## config.mk

```make
export PLATFORM = sky130hd
export DESIGN_NAME = acc_alu
export DESIGN_NICKNAME = d
export VERILOG_FILES = /design/src/rtl/acc_alu_pkg.sv /design/src/rtl/acc_alu_adder.sv /design/src/rtl/acc_alu_muldiv.sv /design/src/rtl/acc_alu_ctrl.sv /design/src/rtl/acc_alu_datapath.sv /design/src/rtl/acc_alu.sv
export SDC_FILE = /design/constraint.sdc
export NUM_CORES = 1
export LEC_CHECK = 0
export ABC_CLOCK_PERIOD_IN_PS = 18950
export BUFFER_PORTS_ARGS = -buffer_cell sky130_fd_sc_hd__buf_2
export CORE_MARGIN = 3
export CORE_UTILIZATION = 65
export DETAILED_ROUTE_END_ITERATION = 8
export PLACE_DENSITY = 0.82
export RECOVER_POWER = 25
export SLEW_MARGIN = 20
export SYNTH_ARGS = -nofsm -noshare
export SYNTH_HDL_FRONTEND = slang
export SYNTH_HIERARCHICAL = 1
export SYNTH_SLANG_ARGS = --single-unit
```

## constraint.sdc

```tcl
create_clock -name vclk -period 18.95
set_input_delay 2.8425 -clock vclk [all_inputs]
set_output_delay 2.8425 -clock vclk [all_outputs]
set_load 0.02 [all_outputs]
```

## src/rtl/acc_alu_pkg.sv

```systemverilog
package acc_alu_pkg;

  localparam int DATA_W = 8;
  localparam int NIB_W  = DATA_W / 2;
  localparam int PROD_W = 2 * DATA_W;
  localparam int OP_W   = 5;
  localparam int BCD_MAX = 9;

  typedef enum logic [OP_W-1:0] {
    OP_ADD   = 5'd0,
    OP_ADDC  = 5'd1,
    OP_SUBB  = 5'd2,
    OP_INC   = 5'd3,
    OP_DEC   = 5'd4,
    OP_AND   = 5'd5,
    OP_OR    = 5'd6,
    OP_XOR   = 5'd7,
    OP_MUL   = 5'd8,
    OP_DIV   = 5'd9,
    OP_DA    = 5'd10,
    OP_RLC   = 5'd11,
    OP_RRC   = 5'd12,
    OP_CLRC  = 5'd13,
    OP_SETC  = 5'd14,
    OP_CPLC  = 5'd15,
    OP_ANDC  = 5'd16,
    OP_ANDNC = 5'd17,
    OP_ORC   = 5'd18,
    OP_ORNC  = 5'd19,
    OP_MOVC  = 5'd20
  } aluOp_e;

  // Which unit drives the primary result byte
  typedef enum logic [2:0] {
    SEL_ADDER,
    SEL_LOGIC,
    SEL_MULT,
    SEL_DIVD,
    SEL_DECADJ,
    SEL_ROT,
    SEL_PASS
  } resSel_e;

  typedef enum logic [1:0] {
    LG_AND,
    LG_OR,
    LG_XOR
  } logicFn_e;

  // Where the next carry comes from
  typedef enum logic [2:0] {
    CF_UNIT,
    CF_ZERO,
    CF_ONE,
    CF_INV,
    CF_AND,
    CF_OR,
    CF_MOV
  } carryFn_e;

  typedef struct packed {
    resSel_e  resSel;
    logicFn_e logicFn;
    carryFn_e carryFn;
    logic     subtract;
    logic     useCin;
    logic     forceOne;
    logic     rotRight;
    logic     invBit;
    logic     wrC;
    logic     wrOv;
    logic     wrAc;
  } aluCtrl_t;

endpackage

```

## src/rtl/acc_alu_adder.sv

```systemverilog
module acc_alu_adder
  import acc_alu_pkg::*;
(
  input  logic [DATA_W-1:0] a,
  input  logic [DATA_W-1:0] b,
  input  logic              cin,
  input  logic              subtract,
  output logic [DATA_W-1:0] sum,
  output logic              carryOut,
  output logic              halfOut,
  output logic              ovOut
);

  logic [DATA_W-1:0] bEff;
  logic [DATA_W:0]   chain;

  // Subtraction as a + ~b + ~borrow; carries then become inverted borrows
  assign bEff     = subtract ? ~b : b;
  assign chain[0] = subtract ? ~cin : cin;

  for (genvar i = 0; i < DATA_W; i++) begin : g_bit
    assign sum[i]     = a[i] ^ bEff[i] ^ chain[i];
    assign chain[i+1] = (a[i] & bEff[i]) | (chain[i] & (a[i] ^ bEff[i]));
  end

  assign carryOut = chain[DATA_W] ^ subtract;
  assign halfOut  = chain[NIB_W] ^ subtract;
  assign ovOut    = chain[DATA_W] ^ chain[DATA_W-1];

endmodule

```

## src/rtl/acc_alu_muldiv.sv

```systemverilog
module acc_alu_muldiv
  import acc_alu_pkg::*;
(
  input  logic [DATA_W-1:0] a,
  input  logic [DATA_W-1:0] b,
  output logic [PROD_W-1:0] product,
  output logic [DATA_W-1:0] quotient,
  output logic [DATA_W-1:0] remainder,
  output logic              divZero
);

  assign product = PROD_W'(a) * PROD_W'(b);
  assign divZero = (b == '0);

  always_comb begin
    if (divZero) begin
      quotient  = '0;
      remainder = '0;
    end else begin
      quotient  = a / b;
      remainder = a % b;
    end
  end

endmodule

```

## src/rtl/acc_alu_ctrl.sv

```systemverilog
module acc_alu_ctrl
  import acc_alu_pkg::*;
(
  input  logic [OP_W-1:0] aluOp,
  output aluCtrl_t        ctrl
);

  aluOp_e opSel;
  assign opSel = aluOp_e'(aluOp);

  always_comb begin
    ctrl          = '0;
    ctrl.resSel   = SEL_PASS;
    ctrl.logicFn  = LG_AND;
    ctrl.carryFn  = CF_UNIT;
    case (opSel)
      OP_ADD, OP_ADDC: begin
        ctrl.resSel = SEL_ADDER;
        ctrl.useCin = (opSel == OP_ADDC);
        ctrl.wrC    = 1'b1;
        ctrl.wrOv   = 1'b1;
        ctrl.wrAc   = 1'b1;
      end
      OP_SUBB: begin
        ctrl.resSel   = SEL_ADDER;
        ctrl.subtract = 1'b1;
        ctrl.useCin   = 1'b1;
        ctrl.wrC      = 1'b1;
        ctrl.wrOv     = 1'b1;
        ctrl.wrAc     = 1'b1;
      end
      OP_INC: begin
        ctrl.resSel   = SEL_ADDER;
        ctrl.forceOne = 1'b1;
      end
      OP_DEC: begin
        ctrl.resSel   = SEL_ADDER;
        ctrl.forceOne = 1'b1;
        ctrl.subtract = 1'b1;
      end
      OP_AND: begin
        ctrl.resSel  = SEL_LOGIC;
        ctrl.logicFn = LG_AND;
      end
      OP_OR: begin
        ctrl.resSel  = SEL_LOGIC;
        ctrl.logicFn = LG_OR;
      end
      OP_XOR: begin
        ctrl.resSel  = SEL_LOGIC;
        ctrl.logicFn = LG_XOR;
      end
      OP_MUL: begin
        ctrl.resSel = SEL_MULT;
        ctrl.wrC    = 1'b1;
        ctrl.wrOv   = 1'b1;
      end
      OP_DIV: begin
        ctrl.resSel = SEL_DIVD;
        ctrl.wrC    = 1'b1;
        ctrl.wrOv   = 1'b1;
      end
      OP_DA: begin
        ctrl.resSel = SEL_DECADJ;
        ctrl.wrC    = 1'b1;
      end
      OP_RLC, OP_RRC: begin
        ctrl.resSel   = SEL_ROT;
        ctrl.rotRight = (opSel == OP_RRC);
        ctrl.wrC      = 1'b1;
      end
      OP_CLRC: begin
        ctrl.carryFn = CF_ZERO;
        ctrl.wrC     = 1'b1;
      end
      OP_SETC: begin
        ctrl.carryFn = CF_ONE;
        ctrl.wrC     = 1'b1;
      end
      OP_CPLC: begin
        ctrl.carryFn = CF_INV;
        ctrl.wrC     = 1'b1;
      end
      OP_ANDC, OP_ANDNC: begin
        ctrl.carryFn = CF_AND;
        ctrl.invBit  = (opSel == OP_ANDNC);
        ctrl.wrC     = 1'b1;
      end
      OP_ORC, OP_ORNC: begin
        ctrl.carryFn = CF_OR;
        ctrl.invBit  = (opSel == OP_ORNC);
        ctrl.wrC     = 1'b1;
      end
      OP_MOVC: begin
        ctrl.carryFn = CF_MOV;
        ctrl.wrC     = 1'b1;
      end
      default: ctrl.resSel = SEL_PASS;
    endcase
  end

endmodule

```

## src/rtl/acc_alu_datapath.sv

```systemverilog
module acc_alu_datapath
  import acc_alu_pkg::*;
(
  input  aluCtrl_t          ctrl,
  input  logic [DATA_W-1:0] opA,
  input  logic [DATA_W-1:0] opB,
  input  logic              cIn,
  input  logic              ovIn,
  input  logic              acIn,
  output logic [DATA_W-1:0] resA,
  output logic [DATA_W-1:0] resB,
  output logic              cOut,
  output logic              ovOut,
  output logic              acOut
);

  localparam logic [DATA_W:0] LO_FIX = (DATA_W+1)'(6);
  localparam logic [DATA_W:0] HI_FIX = (DATA_W+1)'(6) << NIB_W;

  // Adder path
  logic [DATA_W-1:0] addB, addSum;
  logic              addCin, addCarry, addHalf, addOv;

  assign addB   = ctrl.forceOne ? DATA_W'(1) : opB;
  assign addCin = ctrl.useCin & cIn;

  acc_alu_adder u_adder (
    .a        (opA),
    .b        (addB),
    .cin      (addCin),
    .subtract (ctrl.subtract),
    .sum      (addSum),
    .carryOut (addCarry),
    .halfOut  (addHalf),
    .ovOut    (addOv)
  );

  // Multiply / divide path
  logic [PROD_W-1:0] product;
  logic [DATA_W-1:0] quotient, remainder;
  logic              divZero;

  acc_alu_muldiv u_muldiv (
    .a         (opA),
    .b         (opB),
    .product   (product),
    .quotient  (quotient),
    .remainder (remainder),
    .divZero   (divZero)
  );

  // Byte logic
  logic [DATA_W-1:0] logicRes;
  always_comb begin
    case (ctrl.logicFn)
      LG_OR:   logicRes = opA | opB;
      LG_XOR:  logicRes = opA ^ opB;
      default: logicRes = opA & opB;
    endcase
  end

  // Decimal adjust: two cascaded corrections
  logic              loFix, hiFix, daCarry;
  logic [DATA_W:0]   daLo, daHi;

  assign loFix   = (opA[NIB_W-1:0] > NIB_W'(BCD_MAX)) | acIn;
  assign daLo    = {1'b0, opA} + (loFix ? LO_FIX : '0);
  assign hiFix   = (daLo[DATA_W-1:NIB_W] > NIB_W'(BCD_MAX)) | cIn | daLo[DATA_W];
  assign daHi    = {1'b0, daLo[DATA_W-1:0]} + (hiFix ? HI_FIX : '0);
  assign daCarry = cIn | daLo[DATA_W] | daHi[DATA_W];

  // Rotate through carry
  logic [DATA_W-1:0] rotRes;
  logic              rotCarry;
  assign rotRes   = ctrl.rotRight ? {cIn, opA[DATA_W-1:1]} : {opA[DATA_W-2:0], cIn};
  assign rotCarry = ctrl.rotRight ? opA[0] : opA[DATA_W-1];

  // Result and unit flag selection
  logic unitCarry, unitOv;
  always_comb begin
    resB      = opB;
    unitCarry = 1'b0;
    unitOv    = 1'b0;
    case (ctrl.resSel)
      SEL_ADDER: begin
        resA      = addSum;
        unitCarry = addCarry;
        unitOv    = addOv;
      end
      SEL_LOGIC:  resA = logicRes;
      SEL_MULT: begin
        resA   = product[DATA_W-1:0];
        resB   = product[PROD_W-1:DATA_W];
        unitOv = |product[PROD_W-1:DATA_W];
      end
      SEL_DIVD: begin
        resA   = quotient;
        resB   = remainder;
        unitOv = divZero;
      end
      SEL_DECADJ: begin
        resA      = daHi[DATA_W-1:0];
        unitCarry = daCarry;
      end
      SEL_ROT: begin
        resA      = rotRes;
        unitCarry = rotCarry;
      end
      default:    resA = opA;
    endcase
  end

  // Carry selection for bit operations
  logic bitVal, carrySel;
  assign bitVal = opB[0] ^ ctrl.invBit;

  always_comb begin
    case (ctrl.carryFn)
      CF_ZERO: carrySel = 1'b0;
      CF_ONE:  carrySel = 1'b1;
      CF_INV:  carrySel = ~cIn;
      CF_AND:  carrySel = cIn & bitVal;
      CF_OR:   carrySel = cIn | bitVal;
      CF_MOV:  carrySel = bitVal;
      default: carrySel = unitCarry;
    endcase
  end

  assign cOut  = ctrl.wrC  ? carrySel : cIn;
  assign ovOut = ctrl.wrOv ? unitOv   : ovIn;
  assign acOut = ctrl.wrAc ? addHalf  : acIn;

endmodule

```

## src/rtl/acc_alu.sv

```systemverilog
module acc_alu
  import acc_alu_pkg::*;
(
  input  logic [4:0] aluOp,
  input  logic [7:0] opA,
  input  logic [7:0] opB,
  input  logic       cIn,
  input  logic       ovIn,
  input  logic       acIn,
  output logic [7:0] resA,
  output logic [7:0] resB,
  output logic       cOut,
  output logic       ovOut,
  output logic       acOut,
  output logic       cWe,
  output logic       ovWe,
  output logic       acWe
);

  aluCtrl_t ctrl;

  acc_alu_ctrl u_ctrl (
    .aluOp (aluOp),
    .ctrl  (ctrl)
  );

  acc_alu_datapath u_dp (
    .ctrl  (ctrl),
    .opA   (opA),
    .opB   (opB),
    .cIn   (cIn),
    .ovIn  (ovIn),
    .acIn  (acIn),
    .resA  (resA),
    .resB  (resB),
    .cOut  (cOut),
    .ovOut (ovOut),
    .acOut (acOut)
  );

  assign cWe  = ctrl.wrC;
  assign ovWe = ctrl.wrOv;
  assign acWe = ctrl.wrAc;

endmodule

```

[Word level (Yosys, flattened, before mapping)]
Cells that the tools add are included.
Cells by class
  add/subtract/negate cells: 2
  $mul: 1
  div/mod/pow operators: 2
  order comparisons: 2
  equal/unequal tests: 33
  multiplexer cells: 29
  bitwise logic cells: 58
  reduce and logical (&&, ||, !) cells: 15
Operators with widths (number)
  $pmux W8 S6: 1
  $eq A5 B4 Y1 const B: 8
  $mux W8: 5
  $pmux W3 S6: 2
  $pmux W8 S2: 2
  $eq A5 B5 Y1 const B: 5
  $eq A5 B3 Y1 const B: 4
  $xor A1 B1 Y1: 20
  $add A8 B9 Y9: 2
  $and A1 B1 Y1: 18
  $mul A8 B8 Y16: 1
  $reduce_or A16 Y1: 1
  $eq A3 B3 Y1 const B: 5
  $or A1 B1 Y1: 14
  $eq A3 B2 Y1 const B: 4
  $reduce_or A2 Y1: 6
  $mux W1: 11
  $eq A5 B2 Y1 const B: 2
  $reduce_or A5 Y1: 2
  $and A8 B8 Y8: 1
  $div A8 B8 Y8: 1
  $gt A4 B4 Y1 const B: 2
  $logic_not A8 Y1: 1
  $mod A8 B8 Y8: 1
  other kinds (18): 23
Word-level totals
  bits in registers: 0
  input bits: 24
  word-level logic and storage cells: 142

[Logic depth before layout (Yosys ltp)]
Gate-level depths: netlist (run 1).
  depth after elaboration: 27
  mapped depth: 53
  gate-level depth less buffers: 51

[Modules after synthesis]
Netlist (run 1), hierarchy kept.
Modules (own cells, without submodules)
  acc_alu_muldiv: instances 1, cells each 527, area each 4107.7 µm², seq. area each 0.0 µm²
  acc_alu_datapath: instances 1, cells each 286, area each 1929.4 µm², seq. area each 0.0 µm²
  acc_alu_ctrl: instances 1, cells each 45, area each 344.1 µm², seq. area each 0.0 µm²
  acc_alu_adder: instances 1, cells each 36, area each 340.3 µm², seq. area each 0.0 µm²

[Worst setup path after synthesis (run 1)]
Ideal clock, no wire load.
  path kind: input to output
  from: input port opB[5]
  to: output port resB[6]
  arrival time: 12.867 ns
  required time: 16.108 ns
  setup slack: 3.241 ns
  cell stages on the path: 49
  path buffers: 3
  path through: buf_6 > nor3_4 > nand2_1 > nor2_1 > a21oi_1 > a21oi_1 > ha_1 > a21oi_1 > and3b_1 > o22a_1 > ha_1 > a211oi_2 > o32ai_1 > nand2_1 > mux2_2 > ha_1 > a21boi_0 > o21a_2 > (+13 left out) > mux2i_1 > inv_1 > ha_1 > nor3_1 > a211o_1 > o22ai_4 > mux2_2 > ha_1 > nor2b_1 > o31a_1 > o21ai_0 > a21oi_1 > clkbuf_1 > nor2_1 > nand2_1 > o211ai_1 > mux2i_1 > o21ai_0
Between the ends
  longest elaborated chain between the ends: 3
Ends and longest elaborated chain
  start, declared: line acc_alu.sv:6  | input logic [7:0] opB,
  $mod A8 B8 Y8 or $logic_not A8 Y1 (tied branches): line acc_alu_muldiv.sv:21, acc_alu_muldiv.sv:13
  $mux W8 (*): line acc_alu_muldiv.sv:16  | if (divZero) begin
  net u_dp.remainder[6]: line acc_alu_datapath.sv:40  | logic [DATA_W-1:0] quotient, remainder;
  $pmux W8 S2 (*): line acc_alu_datapath.sv:84  | case (ctrl.resSel)
  end, declared: line acc_alu.sv:11  | output logic [7:0] resB,
Mark *: on every way through the listed nets, which the timed path passes. The rest lies on a longest branch.

[Worst setup path after layout (run 1)]
  from: input port opB[7]
  to: output port resA[0]
Between the ends
  longest elaborated chain between the ends: 3
Ends and longest elaborated chain
  $div A8 B8 Y8 or $logic_not A8 Y1 (tied branches): line acc_alu_muldiv.sv:20, acc_alu_muldiv.sv:13
  $mux W8 (*): line acc_alu_muldiv.sv:16
  net u_dp.quotient[0]: line acc_alu_datapath.sv:40
  $pmux W8 S6 (*): line acc_alu_datapath.sv:84
  end, declared: line acc_alu.sv:10  | output logic [7:0] resA,
Marks and branches as above.

==> results.md, run 1 <==
- Top cells by area, synth: ha_1 (18%), fa_1 (14%), inv_1 (6.8%)
- Warnings, synthesis: 6
- Fmax: 56.0 MHz
- Max stage delay cell, worst path: a21oi_1
- Switching Power: 246 µW
- Most common cell after layout, fill and taps aside: inv_1
- Crit end category: output port
- Crit path time final: 17.86 ns
- Required @ worst endpoint: 16.11 ns
- Dpl hpwl: 15.1 mm
- Slew Limit Fails: 0
- Die width: 108 µm
- Critical path's top delay family: compound AO/OA/AOI/OAI gates
- Leakage: 3.28 nW
- Startpoint types: input port
- Starting Density: 67.8%
- Core Rows: 36
- Status: complete, no violations
- # DRC: 0
- Die area: 11,600 µm²
- Unrepaired setup endpoints after global routing: no
- Ports: 46
- Post-Syn Nets: 1,063
- CP arrival: 15.02 ns
- Layout cells sized above 1: 10.9%
- Post-Route WL: 19.0 mm
- Fin nets: 1,066
- Netlist Area Pre-Place: 6720 µm²
- Cell area after layout: 6820 µm²
- N_diodes: 0
- Final ANT Viol Nets: 0
- Worst-Margin Slew: 1.12 ns
- Vias/cell: 6.36
- Sw Share: 59.5%
- Syn_area_per_cell: 7.52 µm²
- Area share of the largest cell type after synthesis: 18.4%
- Slew HR: 24.4%
- CP Max Fanout: 19
- Final setup fails: 0
- DP Area: 6840 µm²
- Maximum vdd drop: 45.8 µV
- Fill count: 840
- Clock share of power: 0%
- Crit path buffers/inverters: 5
- Die H: 108 µm
- Int Pwr: 168 µW
- Area Overhead vs Synth: 1.53%
- DR iter-0 viols: 644
- Class of the most critical setup path: input port to output port
- # clk buffers: 0
- Hold_buf cts: 0
- Storage element area: 0 µm²
- Hold Fails Final Rpt: 0
- Commonest non-fill, non-tap cells in the layout: inv_1 (122), ha_1 (99), nand2_1 (84)
- Routed vias: 6,533
- Sequential cell count: 0
- Detailed Routing Iterations Pass 1: 8
- Gpl congestion: 0.983
- Period Utilization, post-route: 94.2%
- First-pass GRT wire length: 30.5 mm
- Combinational share of power: 100.0%
- Initial antenna violation count: 0
- Cell type with the largest total area after synthesis: ha_1
- Register area share after synthesis: 0%
- Congestion Overflow GR: 0
- Global Route Usage Sum: 32.2%
- Vias in the first global route: 6,339
- Setup_tns: 0 ns
- Port Buffer Count: 46
- Critical Path Max Stage Delay: 0.74 ns
- Unique masters post-synth: 88
- Power per cell area: 60.6 nW/µm²
- WL/cell: 18.5 µm
- Gate Count Post-Synth: 894
- Largest net degree at the start of global routing: 31
- Sequential power share: 0%
- Core ar.: 9910 µm²
- Max Cap Viol: 0
- Hold Path Class: input port to output port
==> path summary, 6_finish.rpt <==
check,endpoint,depth (start not counted),from
worst max-delay path,resA[0],50,opB[7]
worst min-delay path,ovOut,4,ovIn
==> synth_stat cells, types with 3 or more instances <==
master	n
inv_1	122
ha_1	99
nand2_1	84
nor2_1	71
a21oi_1	46
fa_1	46
o21ai_0	37
xnor2_1	35
mux2i_1	28
and2_1	20
clkbuf_1	19
nor3_1	18
mux2_2	17
nand2b_1	13
o21a_1	12
nand3_1	11
nor2b_1	11
a21boi_0	10
a22oi_1	10
buf_2	10
o22ai_1	10
o221ai_1	8
xor2_1	8
and3_1	7
buf_6	7
or2_2	7
buf_4	6
o211ai_1	6
o21ai_1	6
a211oi_1	5
nor4_1	5
a31oi_1	4
clkbuf_8	4
nand3b_1	4
o31a_1	4
or3_1	4
a211oi_2	3
a221oi_1	3
and4_1	3
o22a_1	3
o31ai_1	3
==> power by group through the flow <==
stage               logic [mW]  clock network [mW]  registers, mW
CTS                      0.408                   0              0
global route             0.455                   0              0
global placement         0.391                   0              0
finish                   0.414                   0              0
floorplan                0.306                   0              0
detailed placement       0.405                   0              0
==> per-stage QoR <==
step           worst slack, ns  total power [mW]  instances  hold WS, ns  util [%]
4_1_cts                   1.13             0.408       1028         6.05      69.0
5_1_grt                  0.250             0.455       1028         6.06      68.9
3_5_place_dp              1.17             0.405       1028         6.04      69.0
6_report                  1.09             0.414       1028         6.05      68.9
2_1_floorplan             3.24             0.306        894         5.87         -
3_3_place_gp              1.68             0.391       1028         6.04      69.0
==> cell type report <==
| class | count | area (µm²) | share of cell area [%] |
|---|---|---|---|
| multi-input cells | 723 | 5950 | 87.2 |
| inverters | 124 | 465 | 6.82 |
| repair buffers | 48 | 241 | 3.54 |
| well taps | 133 | 166 | 2.44 |
==> kinds of logic (layout without fill, tap and decap cells) <==
group / count (synthesis) / after routing / synth area share, %
simple gates: 279 / 279 / 21.1
compound gates: 208 / 208 / 21.9
buf+inv: 171 / 172 / 11.4
fa+ha+maj: 145 / 145 / 32.1
mux: 47 / 47 / 7.58
xor+xnor: 44 / 44 / 5.85
==> what timing repair did <==
item	in CTS	in global routing
gates resized for setup	0	1
setup endpoints to repair	0	1
setup buffers	0	0
==> routing by layer <==
| metal | part of all wire, % | wire length (µm) | track usage, % | vias up |
|---|---|---|---|---|
| met1 | 41 | 7720 | 39.8 | 3060 |
| met4 | 3.8 | 726 | 11.1 | 0 |
| met2 | 49 | 9230 | 58.5 | 317 |
| li1 | - | - | - | 3081 |
| met5 | 0 | 0 | 0 | - |
| met3 | 7.1 | 1350 | 2.10 | 75 |
No activity file was read; power rests on OpenSTA's default activity.
==> inputs of run 2 (changes only) <==
--- a/config.mk
+++ b/config.mk
@@ -7,6 +7,7 @@
 export LEC_CHECK = 0
 export ABC_CLOCK_PERIOD_IN_PS = 18950
 export BUFFER_PORTS_ARGS = -buffer_cell sky130_fd_sc_hd__buf_2
+export CORE_ASPECT_RATIO = 1.75
 export CORE_MARGIN = 3
 export CORE_UTILIZATION = 65
 export DETAILED_ROUTE_END_ITERATION = 8
==> run 2 against run 1 <==
- die area is 0.41% higher
- total power is 0.83% higher
- global-route usage is 1.7 points higher
- fmax is 2.2% lower
- sequential cell count stayed put
- highest routed layer unchanged
- critical path depth is 1 higher
- first-iteration DRC count is 23% lower
- largest power group unchanged
- largest cell class unchanged
- via count is 3.1% higher
- critical endpoint unchanged
==> results.md, run 2 (synthesized netlist as in run 1, its figures left out) <==
- Status: complete, no violations
- Global Route Usage Sum: 33.8%
- Sequential cell count: 0
- Min-delay src: ovIn
- Die H: 141 µm
- Fmax: 54.8 MHz
- Congestion Overflow GR: 0
- First-pass GRT wire length: 33.0 mm
- Starting Density: 67.4%
- N_diodes: 0
- Final setup fails: 0
- DR iter-0 viols: 494
- Slew HR: 24.5%
- Sequential power share: 0%
- Final Power: 417 µW
- Vias/cell: 6.61
- Startpoint types: input port
- Required @ worst endpoint: 16.11 ns
- Ports: 46
- Sw Share: 60.0%
- Clock share of power: 0%
- Initial antenna violation count: 0
- Setup bufs post-CTS: 0
- Final ANT Viol Nets: 0
- Vias in the first global route: 6,936
- Detailed Routing Iterations Pass 1: 6
- Die width: 82.9 µm
- # DRC: 0
- Layout cells sized above 1: 10.7%
- Core ar.: 9970 µm²
- Critical Path Max Stage Delay: 0.71 ns
- Int Pwr: 167 µW
- Setup_tns: 0 ns
- CP Max Fanout: 19
- Crit path time final: 18.25 ns
- Storage element area: 0 µm²
- Crit end category: output port
- CP arrival: 15.41 ns
- Routed vias: 6,738
- Unrepaired setup endpoints after global routing: no
- DP Area: 6830 µm²
- Worst-Margin Slew: 1.12 ns
- Hold EP: ovOut
- Area Overhead vs Synth: 1.43%
- Hold depth: 4
- Max stage delay cell, worst path: a21oi_1
- Post-CTS sizing: 0
- Slew Limit Fails: 0
- Hold Fails Final Rpt: 0
- Cell area after layout: 6820 µm²
- # clk buffers: 0
- Hold_buf cts: 0
- Power per cell area: 61.2 nW/µm²
- Switching Power: 250 µW
- WL/cell: 19.8 µm
- Dpl hpwl: 15.8 mm
- Class of the most critical setup path: input port to output port
- Maximum vdd drop: 77.0 µV
- Post-Route WL: 20.2 mm
- Largest net degree at the start of global routing: 31
- Combinational share of power: 100.0%
- Leakage: 3.27 nW
- Max Cap Viol: 0
- Most common cell after layout, fill and taps aside: inv_1
- Core Rows: 48
- Commonest non-fill, non-tap cells in the layout: inv_1 (122), ha_1 (99), nand2_1 (84)
- Hold Path Class: input port to output port
- Post-layout util: 68.4%
- Fin nets: 1,066
- Gpl congestion: 1.02
- Die area: 11,600 µm²
- Port Buffer Count: 46
- Period Utilization, post-route: 96.3%
==> run 2: final cells by class <==
cell class / count / area, µm²
multi-input cells: 723 / 5960
repair buffers: 48 / 240
well taps: 125 / 156
fillers: 872 / 3150
inverters: 124 / 465
==> run 2: through the flow <==
stage,hold WS [ns],cells,setup WS [ns]
floorplan,5.87,894,3.24
global placement,6.04,1020,1.80
detailed placement,6.05,1020,1.15
CTS,6.05,1020,1.11
global route,6.07,1020,0.106
finish,6.04,1020,0.697
==> run 2: critical path: cells and delay by family <==
| family | cells | cell delay (ns) |
|---|---|---|
| AOI/OAI and AO/OA | 25 | 5.75 |
| adders and majority gates | 7 | 2.46 |
| and+or+nand+nor | 10 | 2.19 |
| muxes | 4 | 1.30 |
| buffers and inverters | 5 | 0.86 |
==> run 2: layer usage <==
| layer | wire [µm] | GRT usage (%) | vias to the layer above |
|---|---|---|---|
| met5 | 0 | 0 | - |
| met4 | 1570 | 21.9 | 0 |
| met3 | 1210 | 1.59 | 127 |
| met2 | 10300 | 62.0 | 400 |
| met1 | 7140 | 37.4 | 3129 |
| li1 | - | - | 3082 |
==> run 2: worst max path at each step <==
stage,startpoint,to,slack [ns],cells past startpoint
floorplan,opB[5],resB[6],3.24,49
global placement,opB[7],resA[0],1.80,50
detailed placement,opB[7],resA[0],1.15,50
finish,opB[7],resA[0],0.70,51
CTS,opB[7],resA[0],1.11,50
global route,opB[7],resA[0],0.11,49
==> run 2: power groups by stage <==
stage	sequential (mW)	clock [mW]	combinational [mW]
3_5_place_dp	0	0	0.410
4_1_cts	0	0	0.411
6_report	0	0	0.417
5_1_grt	0	0	0.458
3_3_place_gp	0	0	0.392
2_1_floorplan	0	0	0.306
==> inputs of run 3 (changes only) <==
--- a/config.mk
+++ b/config.mk
@@ -7,7 +7,7 @@
 export LEC_CHECK = 0
 export ABC_CLOCK_PERIOD_IN_PS = 18950
 export BUFFER_PORTS_ARGS = -buffer_cell sky130_fd_sc_hd__buf_2
-export CORE_ASPECT_RATIO = 1.75
+export CAP_MARGIN = 40
 export CORE_MARGIN = 3
 export CORE_UTILIZATION = 65
 export DETAILED_ROUTE_END_ITERATION = 8
==> run 3 against run 2 <==
- sequential share of layout area did not move
- wire length fell by 4.8%
- non-clock buffer count is 3 higher
- setup slack improved by 0.53 ns
- global-route usage decreased by 1.3 points
==> results.md, run 3 (synthesized netlist as in run 1, its figures left out) <==
- Most common cell after layout, fill and taps aside: inv_1
- Detailed Routing Iterations Pass 1: 6
- Congestion Overflow GR: 0
- Core ar.: 9910 µm²
- Worst-Margin Slew: 0.907 ns
- Maximum vdd drop: 43.1 µV
- Core Rows: 36
- Dpl hpwl: 15.2 mm
- Starting Density: 67.8%
- Die H: 108 µm
- Min-delay src: ovIn
- Leakage: 3.29 nW
- Critical Path Most Common Cell: ha_1
- Ports: 46
- Final Power: 416 µW
- Global routing met1 resource utilization: 39.4%
- Commonest non-fill, non-tap cells in the layout: inv_1 (122), ha_1 (99), nand2_1 (84)
- First-pass GRT wire length: 30.7 mm
- Required @ worst endpoint: 16.11 ns
- Vias in the first global route: 6,358
- Fmax: 56.4 MHz
- Non-Filler Instances: 1,031
- Hold depth: 4
- Placed instance count: 1,029
- Routed vias: 6,614
- Max stage delay cell, worst path: mux2_2
- Slew HR: 38.0%
- Power per cell area: 60.9 nW/µm²
- Sequential cell count: 0
- Port Buffer Count: 46
- Class of the most critical setup path: input port to output port
- Area Overhead vs Synth: 1.68%
- Grt met2 use: 56.5%
- Worst slack, placed: 1.20 ns
- Gpl congestion: 0.983
- Status: complete, no violations
- Startpoint types: input port
- Die area: 11,600 µm²
- Initial antenna violation count: 0
- Met3 GRT Util: 4.98%
- Critical Path Max Stage Delay: 0.41 ns
- Critical path's top delay family: compound AO/OA/AOI/OAI gates
- Setup_tns: 0 ns
- Hold_buf cts: 0
- Slew Limit Fails: 0
- DR iter-0 viols: 530
- CP Max Fanout: 19
- Post-CTS sizing: 0
- # clk buffers: 0
- Global Route Usage Sum: 32.6%
- Hold EP: ovOut
- Final setup fails: 0
- # DRC: 0
- Crit end category: output port
- Layout cells sized above 1: 11.0%
- Period Utilization, post-route: 93.5%
- Gr busiest metal: met2
- Vias/cell: 6.42
- Setup bufs post-CTS: 0
- Storage element area: 0 µm²
- WL/cell: 18.7 µm
- Die width: 108 µm
- Final ANT Viol Nets: 0
- Unrepaired setup endpoints after global routing: no
- Crit path time final: 17.72 ns
- Post-Route WL: 19.3 mm
- Fin nets: 1,069
- Largest net degree at the start of global routing: 31
- Worst-case hold slack: 6.04 ns
- N_diodes: 0
- Crit path buffers/inverters: 7
- Max Cap Viol: 0
- Worst setup margin: 1.23 ns
- CP arrival: 14.88 ns
- Hold Path Class: input port to output port
- Hold Fails Final Rpt: 0
run 3: where the power goes:
part | switching, mW | internal (mW)
sequential | 0 | 0
combinational | 0.248 | 0.168
clock | 0 | 0
total | 0.248 | 0.168
run 3: area by class of cell:
| cell class | count | area, µm² |
|---|---|---|
| fill | 854 | 3080 |
| inverter | 124 | 465 |
| multi-input combinational | 723 | 5940 |
| tap | 133 | 166 |
| timing repair buffer | 51 | 258 |
run 3: worst max-delay path by stage:
stage / to / depth (start not counted) / start / slack [ns]
floorplan: resB[6] / 49 / opB[5] / 3.24
global placement: resA[0] / 49 / opB[7] / 1.68
detailed placement: resA[0] / 49 / opB[7] / 1.20
CTS: resA[0] / 50 / opB[7] / 1.13
global route: resA[0] / 55 / opB[3] / 0.39
finish: resA[0] / 53 / opB[7] / 1.23
run 3: metal layers:
layer / share of wire, % / up-vias
met5: 0 / -
met4: 4.7 / 0
met3: 7.3 / 74
met2: 48 / 321
met1: 40 / 3135
li1: - / 3084
run 3: metrics by stage:
stage,util [%],area (µm²)
3_5_place_dp,69.1,6850
5_1_grt,69.0,6830
3_3_place_gp,69.0,6840
4_1_cts,69.1,6850
6_report,69.0,6830
2_1_floorplan,-,6720
